**config.mk**
```make
export PLATFORM = sky130hd
export DESIGN_NAME = vram_regs
export DESIGN_NICKNAME = d
export VERILOG_FILES = /design/src/rtl/vram_regs.sv
export SDC_FILE = /design/constraint.sdc
export NUM_CORES = 1
export LEC_CHECK = 0
export ABC_AREA = 1
export BUFFER_PORTS_ARGS = -buffer_cell sky130_fd_sc_hd__buf_4
export CAP_MARGIN = 10
export CORE_MARGIN = 2
export CORE_UTILIZATION = 35
export DETAILED_ROUTE_END_ITERATION = 10
export SLEW_MARGIN = 5
export SYNTH_ARGS = -nofsm -noshare
export SYNTH_HDL_FRONTEND = slang
export SYNTH_SLANG_ARGS = --single-unit
export TNS_END_PERCENT = 1
```
**constraint.sdc**
```tcl
create_clock -name clk -period 2.8 [get_ports clk]
set_clock_uncertainty 0.15 [all_clocks]
set_input_delay 0 -clock clk [delete_from_list [all_inputs] [get_ports clk]]
set_output_delay 0 -clock clk [all_outputs]
set_load 0.01 [all_outputs]
```
**src/rtl/vram_regs.sv**
```systemverilog
module vram_regs #(
  parameter int CPU_AW = 13
) (
  input  logic              clk,
  input  logic              rst_n,
  input  logic              wr_en,
  input  logic [CPU_AW-1:0] wr_addr,
  input  logic [7:0]        wr_data,
  input  logic              status_rd,
  input  logic [4:0]        pal_rd_idx,
  output logic [7:0]        pal_rd_data,
  output logic [5:0]        inc_step,
  output logic [12:0]       spr_pt_base,
  output logic [12:0]       bg_pt_base,
  output logic [4:0]        spr_height,
  output logic              nmi_en,
  output logic [5:0]        color_mask,
  output logic [2:0]        emph,
  output logic              bg_clip,
  output logic              spr_clip,
  output logic              bg_en,
  output logic              spr_en,
  output logic [14:0]       tmp_addr,
  output logic [14:0]       cur_addr,
  output logic [2:0]        fine_x,
  output logic              second_wr,
  output logic              pat_we,
  output logic              nt_we,
  output logic [13:0]       vram_addr,
  output logic [7:0]        vram_data
);

  localparam int PAL_N = 32;

  logic [7:0]  ctrl_q, mask_q;
  logic [14:0] tmp_q, cur_q;
  logic [2:0]  fine_q;
  logic        tgl_q;
  logic [7:0]  pal [PAL_N];

  logic [2:0]  slot;
  logic        wr_ctrl, wr_mask, wr_scrl, wr_adr, wr_dat;
  logic [13:0] acc;
  logic        pal_we;
  logic [4:0]  pal_idx;

  assign slot    = wr_addr[2:0];
  assign wr_ctrl = wr_en && slot == 3'd0;
  assign wr_mask = wr_en && slot == 3'd1;
  assign wr_scrl = wr_en && slot == 3'd5;
  assign wr_adr  = wr_en && slot == 3'd6;
  assign wr_dat  = wr_en && slot == 3'd7;

  assign acc     = cur_q[13:0];
  assign pat_we  = wr_dat && acc < 14'h2000;
  assign nt_we   = wr_dat && acc >= 14'h2000 && acc < 14'h3F00;
  assign pal_we  = wr_dat && acc >= 14'h3F00;
  assign pal_idx = (acc[1:0] == 2'b00) ? (acc[4:0] & 5'h0C) : acc[4:0];

  assign vram_addr = acc;
  assign vram_data = wr_data;

  assign inc_step    = ctrl_q[2] ? 6'd32 : 6'd1;
  assign spr_pt_base = ctrl_q[3] ? 13'h1000 : 13'h0000;
  assign bg_pt_base  = ctrl_q[4] ? 13'h1000 : 13'h0000;
  assign spr_height  = ctrl_q[5] ? 5'd16 : 5'd8;
  assign nmi_en      = ctrl_q[7];

  assign color_mask = mask_q[0] ? 6'h30 : 6'h3F;
  assign emph       = mask_q[7:5];
  assign bg_clip    = !mask_q[1];
  assign spr_clip   = !mask_q[2];
  assign bg_en      = mask_q[3];
  assign spr_en     = mask_q[4];

  assign tmp_addr    = tmp_q;
  assign cur_addr    = cur_q;
  assign fine_x      = fine_q;
  assign second_wr   = tgl_q;
  assign pal_rd_data = pal[pal_rd_idx];

  always_ff @(posedge clk) begin
    if (!rst_n) begin
      ctrl_q <= '0;
      mask_q <= '0;
      tmp_q  <= '0;
      cur_q  <= '0;
      fine_q <= '0;
      tgl_q  <= 1'b0;
    end else begin
      if (wr_ctrl) begin
        ctrl_q       <= wr_data;
        tmp_q[11:10] <= wr_data[1:0];
      end
      if (wr_mask) mask_q <= wr_data;
      if (wr_scrl) begin
        if (!tgl_q) begin
          tmp_q[4:0] <= wr_data[7:3];
          fine_q     <= wr_data[2:0];
        end else begin
          tmp_q[14:12] <= wr_data[2:0];
          tmp_q[9:5]   <= wr_data[7:3];
        end
      end
      if (wr_adr) begin
        if (!tgl_q) begin
          tmp_q[13:8] <= wr_data[5:0];
          tmp_q[14]   <= 1'b0;
        end else begin
          tmp_q[7:0] <= wr_data;
          cur_q      <= {tmp_q[14:8], wr_data};
        end
      end
      if (wr_dat) cur_q <= cur_q + {9'd0, inc_step};
      if (status_rd) tgl_q <= 1'b0;
      else if (wr_scrl || wr_adr) tgl_q <= !tgl_q;
    end
  end

  always_ff @(posedge clk) begin
    if (!rst_n) begin
      for (int i = 0; i < PAL_N; i++) pal[i] <= '0;
    end else if (pal_we) begin
      pal[pal_idx] <= wr_data;
    end
  end

  AST_ONE_TARGET: assert property (@(posedge clk) disable iff (!rst_n)
    $onehot0({pat_we, nt_we, pal_we}));
  AST_STRB_NEEDS_DATA: assert property (@(posedge clk) disable iff (!rst_n)
    (pat_we || nt_we) |-> (wr_en && wr_addr[2:0] == 3'd7));
  AST_TGL_FLIP: assert property (@(posedge clk) disable iff (!rst_n)
    (wr_en && (wr_addr[2:0] == 3'd5 || wr_addr[2:0] == 3'd6) && !status_rd)
      |=> (second_wr != $past(second_wr)));
  AST_STATUS_CLR: assert property (@(posedge clk) disable iff (!rst_n)
    status_rd |=> !second_wr);
  AST_CUR_ADV: assert property (@(posedge clk) disable iff (!rst_n)
    (wr_en && wr_addr[2:0] == 3'd7)
      |=> (cur_addr == 15'($past(cur_addr) + 15'($past(inc_step)))));
  AST_CUR_HOLD: assert property (@(posedge clk) disable iff (!rst_n)
    !(wr_en && (wr_addr[2:0] == 3'd7 || (wr_addr[2:0] == 3'd6 && second_wr)))
      |=> $stable(cur_addr));
  AST_TMP14_CLR: assert property (@(posedge clk) disable iff (!rst_n)
    (wr_en && wr_addr[2:0] == 3'd6 && !second_wr) |=> !tmp_addr[14]);
  AST_FINE_HOLD: assert property (@(posedge clk) disable iff (!rst_n)
    !(wr_en && wr_addr[2:0] == 3'd5 && !second_wr) |=> $stable(fine_x));

endmodule

```
# Yosys cells after proc, flatten, opt, wreduce, memory -nomap -nowiden
# Memory sizes are Yosys's and may differ from the RTL's.
# Cells that the tools add are included.
op_classes:
  n_addsub: 1
  reduce_logical: 21
  mux: 25
  magnitude_cmp: 4
  eq_ne: 4
  bitwise: 2
ops:
  columns: ["cell", "n"]
  rows:
  - ["2-to-1 mux 15 bit", 4]
  - ["greater-or-equal comparator 14 bit, second input constant", 2]
  - ["< comparator 14 bit, second input constant", 2]
  - ["2-to-1 mux 13 bit", 2]
  - ["2-to-1 mux 5 bit", 5]
  - ["2-to-1 mux 8 bit", 2]
  - ["adder 15 x 6 -> 15 bit", 1]
  - ["2-to-1 mux 10 bit", 1]
  - ["== test 3 bit, second input constant", 3]
  - ["logical AND 1 bit", 9]
  - ["OR reduction 8 bit", 1]
  - ["2-to-1 mux 7 bit", 1]
  - ["2-to-1 mux 3 bit", 2]
  - ["2-to-1 mux 6 bit", 1]
  - ["2-to-1 mux 1 bit", 5]
  - ["2-to-1 mux 4 bit", 1]
  - ["AND reduction 2 bit", 2]
  - ["nonzero test 2 bit", 2]
  - ["== test 3 x 1 -> 1 bit, second input constant", 1]
  - ["logical NOT 1 bit", 3]
  - ["logical NOT 3 bit", 1]
  - ["logical NOT 2 bit", 1]
  - ["2-to-1 mux 2 bit", 1]
  - ["NOT 1 bit", 2]
  - ["2 further kinds", 2]
totals:
  wordCells: 64
  memories: 1
  register_bits: 50
  output_inout_bits: 117
  ram_bits: 256
  input_bits: 30
memory_table:
  columns: ["name", "words", "width", "rd", "rd_clocked_by_memory_dff", "wr", "line_no", "rtl"]
  rows:
  - ["pal", 32, 8, 1, 0, 32, "39", "logic [7:0] pal [PAL_N];"]

# Depth between registers and ports, before layout
# Gate-level depths: netlist (run 1).
logic_depth:
  ltp_word: 8
  depth_mapped: 12
  ltp_nobuf: 12

# Worst setup path after synthesis (run 1)
# Ideal clock, no wire load.
synth_timing:
  kind: "reg2reg"
  from: "reg cur_q[9] (netlist: cur_addr[9])"
  to: "mem pal[17][0] (enable)"
  setup_time_ns: 0.329
  required_time_ns: 2.321
  arrival_time_ns: 1.785
  path_stages_with_launch: 10
  setup_slack_ns: 0.536
  synth_period_minus_slack_ns: 2.264
  path_buffers: 1
  path_cell_list: "dfxtp_1 > nand2_1 > nor2_2 > nand2_1 > inv_1 > nand3_1 > inv_2 > buf_4 > nand4_2 > nand2_1"
synth_lines:
  columns: ["element", "line_no", "rtl"]
  rows:
  - ["start: declaration", "36", "logic [14:0] tmp_q, cur_q;"]
  - ["start signal: assignment", "111", "cur_q <= {tmp_q[14:8], wr_data};"]
  - ["start signal: assignment", "114", "if (wr_dat) cur_q <= cur_q + {9'd0, inc_step};"]
  - ["end: declaration", "39", null]

==> impl_metrics.env, run 1 <==
export IMPL_netlist_area_um2=14400
export IMPL_seq_area_frac_synth=0.601
export IMPL_fp_dieW_um=207
export IMPL_cts_htree_levels=2
export IMPL_clock_sinks=303
export IMPL_drt_iter0_markers=1051
export IMPL_cts_tree="built"
export IMPL_p_leak_uw=0.00701
export IMPL_setup_viol=0
export IMPL_period_needed_ns=2.56
export IMPL_ys_top_cells_by_area="edfxtp_1, nand2_1, nand3_1"
export IMPL_area_growth_syn_to_layout_pct=17.9
export IMPL_required_ns=2.82
export IMPL_cts_root_buffer="clkbuf_16"
export IMPL_cts_setup_buffers=0
export IMPL_grt_overflow=0
export IMPL_status="finished clean"
export IMPL_synth_most_common_cell="nand2_1"
export IMPL_vias=11300
export IMPL_synthMuxAreaShare=0
export IMPL_synth_top_area_frac=0.535
export IMPL_grt_pass1_vias=11000
export IMPL_clk_path_buf_depth=3
export IMPL_irDropWorstVdd_uv=375
export IMPL_cts_buffers=34
export IMPL_start_util=0.353
export IMPL_antenna_found_initial=0
export IMPL_hp_class="in -> reg"
export IMPL_wirelength_um=39200
export IMPL_synth_fa_ha_area_frac=0.00261
export IMPL_place_congestion=0.865
export IMPL_power_density_nw_per_um2=627
export IMPL_max_slew_margin=0.473
export IMPL_synthSimpleGateAreaFrac=0.277
export IMPL_remaining_drc_errors=0
export IMPL_layout_drive_gt1_share=0.128
export IMPL_yosys_most_used_dff="edfxtp_1"
export IMPL_num_fill_cells=3903
export IMPL_finalHoldViolCount=0
export IMPL_n_antenna_cell=0
export IMPL_num_io_pins=147
export IMPL_worstPathMaxFanout=16
export IMPL_synth_top_family_by_area="simple AND/OR/NAND/NOR gates"
export IMPL_cp_arrival_ns=2.58
export IMPL_rows=74
export IMPL_crit_type="reg -> reg"
export IMPL_start_kind="flip-flop"
export IMPL_ys_ff_latch=303
export IMPL_syn_area_per_cell_um2=9.04
export IMPL_rsz0062_at_grt="no"
export IMPL_grt_pass1_wl_um=61500
export IMPL_clock_latency_ns=0.51
export IMPL_yosys_area_share_xor_xnor=0.000610
export IMPL_die_y_um=207
export IMPL_ys_types=31
export IMPL_fp_dieArea_um2=42700
export IMPL_clock_fmax_mhz=391
export IMPL_cp_end_kind="flip-flop"
export IMPL_viasPerCell=5.01
export IMPL_cts_clk_slew_worst_paths_ns=0.06
export IMPL_core_um2=40600
export IMPL_synth_common_cells="nand2_1, edfxtp_1, nor2_1"
export IMPL_tns_ns=0
export IMPL_dr_pass1_iters=6
export IMPL_max_cap_violations=0
export IMPL_tightest_slew_ns=0.789
export IMPL_grtUsageTotal=0.188
export IMPL_portBuffers=103
export IMPL_async_reset_ff_frac=0
export IMPL_synth_top_area_cell="edfxtp_1"
export IMPL_final_nets=1730
export IMPL_power_uw=10600
export IMPL_slew_viol_final=0
export IMPL_detail_route_wl_per_cell_um=17.4
export IMPL_antenna_left=0
export IMPL_period_share=0.913
export IMPL_grt_max_degree=129
export IMPL_syn_inst=1590
export IMPL_ys_warn_count=0
export IMPL_synth_compound_area_share=0.0433
export IMPL_dp_hpwl_um=25000
export IMPL_synth_edf_count=256
==> state kept, by name (all words and copies together) (netlist names), named ones only <==
name	cells
tmp_addr	13
second_wr	1
fine_x	3
cur_addr	15
mask_q	8
pal	256
ctrl_q	5
==> critical path, cell delays in order, from the launching register on <==
cell      delay (ns)
dfxtp_1         0.33
nand2_1         0.10
nor2_2          0.19
nand2_1         0.08
inv_1           0.08
nand3_1         0.25
clkinv_2        0.39
nand4_2         0.29
nand2_1         0.37
==> final cells by class <==
type | count | area [µm²] | area share
sequential | 303 | 8630 | 0.509
clock buffer | 42 | 922 | 0.0544
multi-input combinational | 1124 | 4890 | 0.289
timing repair buffer | 165 | 1330 | 0.0783
clock inverter | 18 | 239 | 0.0141
tap | 532 | 666 | 0.0393
inverter | 69 | 262 | 0.0154
==> path summary, 6_finish.rpt <==
kind / depth (start not counted) / from / to / slack [ns]
max: 8 / cur_addr[8]$_SDFFE_PN0P_ / pal[25][7]$_SDFFCE_PN0P_ / 0.24
min: 4 / wr_data[6] / mask_q[6]$_SDFFE_PN0P_ / 0.22
max reg2reg: 8 / cur_addr[8]$_SDFFE_PN0P_ / pal[25][7]$_SDFFCE_PN0P_ / 0.24
min reg2reg: 2 / mask_q[6]$_SDFFE_PN0P_ / mask_q[6]$_SDFFE_PN0P_ / 0.30
==> layout by cell type (no fill, tap or decap), drive strengths merged, types with 14 or more instances in the layout <==
master       count
a21oi           51
buf            145
clkbuf          42
clkinv          14
conb            65
dfxtp           47
dlygate4sd3     20
edfxtp         256
inv             67
nand2          429
nand3          229
nand4           18
nor2           257
o21ai           38
==> kinds of logic (layout without fill, tap and decap cells) <==
group,count (synthesis),count (layout)
and+or+nand+nor,942,942
AOI/OAI and AO/OA,113,113
other,2,65
xor gates and xnor gates,1,1
buffers and inverters,226,294
adders and majority gates,3,3
DFF,303,303
==> layer usage <==
layer | GRT usage | wire length (µm) | up-vias
li1 | - | - | 5420
met1 | 0.265 | 17300 | 5305
met2 | 0.297 | 17700 | 493
met3 | 0.0306 | 3230 | 64
met4 | 0.0554 | 867 | 0
met5 | 0 | 0 | -
==> power by group <==
part	switching (µW)	leakage, µW	internal (µW)
Sequential	55.3	0.00301	5050
Combinational	598	0.00343	252
Clock	1770	0.000575	2890
==> timing repair <==
item                                   CTS  global route
hold buffers                            20             0
setup endpoints to repair                0            64
resized for setup                        0             1
endpoints found under the hold margin   38             0
==> stage by stage <==
stage / cell area, µm² / hold WS, ns / instances / setup WS, ns / utilization
floorplan: 14600 / -0.0582 / 1653 / 0.536 / -
global placement: 15600 / 0.0532 / 2173 / 0.233 / 0.383
detailed placement: 15600 / 0.0560 / 2173 / 0.122 / 0.383
CTS: 16900 / 0.200 / 2253 / 0.131 / 0.417
global route: 16900 / 0.240 / 2253 / 0.00647 / 0.417
finish: 16900 / 0.219 / 2253 / 0.243 / 0.417
Note: power is estimated with default switching activity, not from simulation.
==> run 2: changes to the inputs <==
--- a/config.mk
+++ b/config.mk
@@ -5,9 +5,9 @@
 export SDC_FILE = /design/constraint.sdc
 export NUM_CORES = 1
 export LEC_CHECK = 0
-export ABC_AREA = 1
 export BUFFER_PORTS_ARGS = -buffer_cell sky130_fd_sc_hd__buf_4
 export CAP_MARGIN = 10
+export CORE_ASPECT_RATIO = 1.75
 export CORE_MARGIN = 2
 export CORE_UTILIZATION = 35
 export DETAILED_ROUTE_END_ITERATION = 10
==> impl_metrics.env, run 2 <==
export IMPL_status="finished clean"
export IMPL_cp_startpoint="pal[19][4]$_SDFFCE_PN0P_"
export IMPL_num_fill_cells=3906
export IMPL_grtUsageTotal=0.168
export IMPL_wirelength_um=36800
export IMPL_yosys_area_share_xor_xnor=0.00119
export IMPL_cts_buffers=26
export IMPL_dr_pass1_iters=4
export IMPL_place_congestion=0.901
export IMPL_regMostFlops="pal"
export IMPL_slew_viol_final=0
export IMPL_viasPerCell=4.96
export IMPL_cts_clk_slew_worst_paths_ns=0.07
export IMPL_start_kind="flip-flop"
export IMPL_r2r_end="pal[3][0]$_SDFFCE_PN0P_"
export IMPL_slowest_delay_ns=0.52
export IMPL_synth_edf_count=256
export IMPL_clock_sinks=303
export IMPL_area_growth_syn_to_layout_pct=16.1
export IMPL_yosys_most_used_dff="edfxtp_1"
export IMPL_power_uw=9220
export IMPL_critPathSlowestCell="mux4_2"
export IMPL_regArea_um2=8630
export IMPL_n_antenna_cell=0
export IMPL_rsz0062_at_grt="no"
export IMPL_multi_input_area_um2=5500
export IMPL_syn_inst=1119
export IMPL_tns_ns=0
export IMPL_cts_setup_buffers=0
export IMPL_fp_dieW_um=159
export IMPL_required_ns=2.65
export IMPL_worstPathMaxFanout=1
export IMPL_r2r_cells=5
export IMPL_synth_top_area_frac=0.521
export IMPL_synth_most_common_cell="edfxtp_1"
export IMPL_core_um2=41600
export IMPL_r2r_start="cur_addr[11]$_SDFFE_PN0P_"
export IMPL_synth_common_cells="edfxtp_1, and2_1, mux2i_1"
export IMPL_cp_end_kind="output pin"
export IMPL_power_density_nw_per_um2=538
export IMPL_start_util=0.354
export IMPL_period_needed_ns=2.68
export IMPL_synthSimpleGateAreaFrac=0.190
export IMPL_seq_area_frac_synth=0.585
export IMPL_portBuffers=103
export IMPL_layout_common_cells="edfxtp_1, and2_1, buf_4, mux2i_1, conb_1"
export IMPL_cts_htree_levels=1
export IMPL_cp_cell_sequence="mux4_2, a22o_1, a221oi_1, nand3_1, buf_4"
export IMPL_synth_top_area_cell="edfxtp_1"
export IMPL_synthMuxAreaShare=0.107
export IMPL_max_slew_margin=0.384
export IMPL_synth_fa_ha_area_frac=0.00255
export IMPL_irDropWorstVdd_uv=340
export IMPL_finalHoldViolCount=0
export IMPL_async_reset_ff_frac=0
export IMPL_syn_area_per_cell_um2=13.2
export IMPL_worst_path_buf_inv=1
export IMPL_vias=9041
export IMPL_synth_top_family_by_area="simple AND/OR/NAND/NOR gates"
export IMPL_ys_types=60
export IMPL_crit_type="reg -> out"
export IMPL_p_leak_uw=0.00665
export IMPL_netlist_area_um2=14700
export IMPL_cts_tree="built"
export IMPL_crit_family="compound AO/OA/AOI/OAI gates"
export IMPL_layout_drive_gt1_share=0.202
export IMPL_ys_ff_latch=303
export IMPL_largest_reg_flops=256
export IMPL_grt_max_degree=65
export IMPL_dp_hpwl_um=25600
export IMPL_grt_overflow=0
export IMPL_setup_viol=0
export IMPL_remaining_drc_errors=0
export IMPL_antenna_left=0
export IMPL_whs_path_depth=2
export IMPL_grt_pass1_wl_um=55900
export IMPL_detail_route_wl_per_cell_um=20.1
export IMPL_die_y_um=276
export IMPL_synth_compound_area_share=0.0543
export IMPL_ys_warn_count=0
export IMPL_cts_root_buffer="clkbuf_16"
export IMPL_fp_dieArea_um2=43900
export IMPL_holdPathEnd="fine_x[1]$_SDFFE_PN0P_"
export IMPL_hp_class="reg -> reg"
export IMPL_rows=99
export IMPL_cp_arrival_ns=2.53
export IMPL_clk_path_buf_depth=3
export IMPL_tightest_slew_ns=0.922
export IMPL_grt_pass1_vias=9586
export IMPL_hp_start="fine_x[1]$_SDFFE_PN0P_"
export IMPL_final_nets=1282
export IMPL_period_share=0.959
export IMPL_num_io_pins=147
export IMPL_final_common_cell="edfxtp_1"
export IMPL_clock_latency_ns=0.57
export IMPL_antenna_found_initial=0
export IMPL_clock_fmax_mhz=373
export IMPL_drt_iter0_markers=445
export IMPL_ys_top_cells_by_area="edfxtp_1, and2_1, dfxtp_1"
export IMPL_r2r_slack_ns=0.20
export IMPL_max_cap_violations=0
[run 2: cell count changes in the layout (fill, tap and decap cells not counted), moves of 33 or more]
cell     before  now
nand2_1     421   25
a22oi_1       1   34
and2_1        0  226
a21oi_1      51   13
nand3_1     229   30
inv_1        64   13
nor2_1      256   32
mux2i_1       0   86
[run 2: worst min-delay path: cells and delay by family (launching register included)]
kind / cells / cell delay (ns)
flops: 1 / 0.33
simple gates: 1 / 0.08
mux: 1 / 0.06
[run 2: worst max path at each step]
stage,cells past startpoint,endpoint,slack (ns)
floorplan,6,pal[9][0]$_SDFFCE_PN0P_,0.33
global placement,5,pal[19][1]$_SDFFCE_PN0P_,0.29
detailed placement,5,pal[19][7]$_SDFFCE_PN0P_,0.22
CTS,6,tmp_addr[7]$_SDFF_PN0_,0.11
global route,6,tmp_addr[7]$_SDFF_PN0_,0.03
finish,5,pal_rd_data[4],0.12
[run 2: timing repair]
item	4_1_cts	5_1_grt
resized for setup	0	1
setup endpoints to repair	0	2
hold buffers	27	0
hold endpoints to repair	270	0
[run 2: kinds of logic after synthesis]
| kind of cell | Yosys count |
|---|---|
| AOI/OAI and AO/OA | 111 |
| muxes | 118 |
| xor gates and xnor gates | 2 |
| and+or+nand+nor | 425 |
| DFF | 303 |
| adders and majority gates | 3 |
| other | 2 |
| buffers and inverters | 155 |
[run 2: layout make-up]
| class | count | share of cell area |
|---|---|---|
| multi-input combinational | 724 | 0.321 |
| sequential | 303 | 0.504 |
| timing repair buffer | 181 | 0.0870 |
| tap | 555 | 0.0406 |
| clock inverter | 10 | 0.00380 |
| clock buffer | 38 | 0.0406 |
| inverter | 13 | 0.00285 |
[run 2: routing by layer]
layer,global-route usage,part of all wire,vias up
li1,-,-,4227
met1,0.168,0.35,4382
met2,0.328,0.54,324
met3,0.0176,0.042,108
met4,0.115,0.069,0
met5,0,0,-
[run 2: metrics by stage]
step	std cells	worst slack, ns	utilization	cell area, µm²	hold slack, ns
after CTS	1824	0.110	0.411	17100	0.346
after global routing	1824	0.0273	0.411	17100	0.373
after floorplan	1182	0.330	-	15000	-0.0733
after global placement	1749	0.290	0.386	16100	0.0156
after detailed placement	1749	0.219	0.386	16100	0.0167
final	1824	0.116	0.411	17100	0.347
[run 2: power breakdown]
group / total, µW / switching [µW] / internal (µW)
sequential: 5130 / 69.6 / 5060
combinational: 754 / 476 / 277
clock: 3330 / 1600 / 1740
==> run 3: changes to the inputs <==
--- a/config.mk
+++ b/config.mk
@@ -11,6 +11,7 @@
 export CORE_MARGIN = 2
 export CORE_UTILIZATION = 35
 export DETAILED_ROUTE_END_ITERATION = 10
+export REMOVE_ABC_BUFFERS = 1
 export SLEW_MARGIN = 5
 export SYNTH_ARGS = -nofsm -noshare
 export SYNTH_HDL_FRONTEND = slang
==> constraint.sdc (replaced) <==
create_clock -name clk -period 3.5 [get_ports clk]
set_clock_uncertainty 0.15 [all_clocks]
set_input_delay 0 -clock clk [delete_from_list [all_inputs] [get_ports clk]]
set_output_delay 0 -clock clk [all_outputs]
set_load 0.01 [all_outputs]
==> impl_metrics.env, run 3 (synthesis results as in run 2) <==
export IMPL_viasPerCell=4.91
export IMPL_clk_path_buf_depth=3
export IMPL_dp_hpwl_um=25800
export IMPL_portBuffers=103
export IMPL_fp_dieW_um=159
export IMPL_cts_clk_slew_worst_paths_ns=0.07
export IMPL_layout_common_cells="edfxtp_1, and2_1, buf_4, mux2i_1, conb_1"
export IMPL_swShare=0.226
export IMPL_drt_iter0_markers=523
export IMPL_period_share=0.859
export IMPL_cts_buffers=28
export IMPL_dr_pass1_iters=8
export IMPL_layout_drive_gt1_share=0.197
export IMPL_setup_viol=0
export IMPL_regMostFlops="pal"
export IMPL_hp_class="reg -> reg"
export IMPL_wirelength_um=37400
export IMPL_cts_htree_levels=1
export IMPL_grt_pass1_vias=8943
export IMPL_status="finished clean"
export IMPL_largest_reg_flops=256
export IMPL_pwr_share_seq=0.508
export IMPL_rows=99
export IMPL_grt_pass1_wl_um=55400
export IMPL_num_io_pins=147
export IMPL_max_cap_violations=0
export IMPL_cts_setup_buffers=0
export IMPL_antenna_left=0
export IMPL_grt_use_met2=0.341
export IMPL_area_growth_syn_to_layout_pct=15.9
export IMPL_cp_arrival_ns=3.09
export IMPL_setup_slack_ns=0.493
export IMPL_final_nets=1254
export IMPL_final_common_cell="edfxtp_1"
export IMPL_num_fill_cells=3892
export IMPL_pre_cts_slack_ns=0.517
export IMPL_vias=8836
export IMPL_clock_fmax_mhz=333
export IMPL_p_switching_uw=1830
export IMPL_n_antenna_cell=0
export IMPL_start_kind="flip-flop"
export IMPL_cts_tree="built"
export IMPL_clock_sinks=303
export IMPL_max_slew_margin=0.324
export IMPL_die_y_um=276
export IMPL_cp_end_kind="flip-flop"
export IMPL_grt_met3_usage=0.0153
export IMPL_grt_overflow=0
export IMPL_final_area_um2=17100
export IMPL_rsz0062_at_grt="no"
export IMPL_grtUsageTotal=0.168
export IMPL_fp_dieArea_um2=43900
export IMPL_p_comb_frac=0.073
export IMPL_grt_max_degree=65
export IMPL_tightest_slew_ns=1.01
export IMPL_clkPwrFrac=0.419
export IMPL_tns_ns=0
export IMPL_core_um2=41600
export IMPL_required_ns=3.58
export IMPL_period_needed_ns=3.01
export IMPL_p_leak_uw=0.00660
export IMPL_crit_type="reg -> reg"
export IMPL_antenna_found_initial=0
export IMPL_grtUsageMet1=0.171
export IMPL_start_util=0.354
export IMPL_grt_busiest_layer="met2"
export IMPL_slew_viol_final=0
export IMPL_p_int_uw=6260
export IMPL_placed_area_um2=15800
export IMPL_finalHoldWorstSlack_ns=0.337
export IMPL_clock_latency_ns=0.56
export IMPL_detail_route_wl_per_cell_um=20.8
export IMPL_place_congestion=0.869
export IMPL_cts_root_buffer="clkbuf_16"
export IMPL_worstPathMaxFanout=28
export IMPL_irDropWorstVdd_uv=344
export IMPL_finalHoldViolCount=0
export IMPL_power_density_nw_per_um2=473
export IMPL_remaining_drc_errors=0
-- run 3: changes by cell type in the layout (fill, tap and decap cells not counted), moves of 4 or more --
cell	change
dlygate4sd3_1	-5
bufinv_16	+5
clkbuf_1	-8
buf_12	-4
buf_4	-21
clkbuf_16	+4
-- run 3: cell type report --
cell class              count  area, µm²  share of cell area
flip-flops and latches    303       8630               0.505
multi-input cells         724       5490               0.321
repair buffers            151       1200              0.0703
clock buffers              36        793              0.0464
well taps                 555        694              0.0406
clock inverters            16        238              0.0139
inverters                  13       48.8             0.00285
-- run 3: timing repair --
| action | in CTS | in global routing |
|---|---|---|
| hold buffers | 22 | 0 |
| hold endpoints to repair | 277 | 0 |
| endpoints found under the setup margin | 0 | 0 |
| gates resized for setup | 0 | 0 |
-- run 3: worst max-delay path, cell delays in order, from the launching register on --
cell and delay [ns]:
dfxtp_1 0.48, nand4_2 0.17, or4_4 0.89, nor4_4 0.53, nand2b_1 0.37
-- run 3: stage by stage --
stage,util,total power (µW),std cells
2_1_floorplan,-,4440,1040
3_3_place_gp,0.381,4760,1724
3_5_place_dp,0.381,4770,1724
4_1_cts,0.411,8150,1798
5_1_grt,0.411,8330,1798
6_report,0.411,8090,1798
-- run 3: final timing paths --
kind | start | endpoint | slack [ns] | depth (start not counted)
worst max-delay path | cur_addr[8]$_SDFFE_PN0P_ | pal[12][7]$_SDFFCE_PN0P_ | 0.49 | 4
worst min-delay path | tmp_addr[7]$_SDFF_PN0_ | tmp_addr[7]$_SDFF_PN0_ | 0.34 | 2
worst max register to register | cur_addr[8]$_SDFFE_PN0P_ | pal[12][7]$_SDFFCE_PN0P_ | 0.49 | 4
worst min register to register | tmp_addr[7]$_SDFF_PN0_ | tmp_addr[7]$_SDFF_PN0_ | 0.34 | 2
-- run 3: layer usage --
metal,up-vias,part of all wire,wire (µm)
met2,263,0.57,21300
met4,0,0.045,1700
met3,67,0.034,1290
met1,4329,0.35,13100
met5,-,0,0
li1,4177,-,-
-- run 3: power groups by stage --
stage	registers [µW]	clock network (µW)	logic, µW
2_1_floorplan	4160	0	276
3_3_place_gp	4190	0	574
3_5_place_dp	4190	0	584
4_1_cts	4110	3440	600
5_1_grt	4120	3570	637
6_report	4110	3390	593
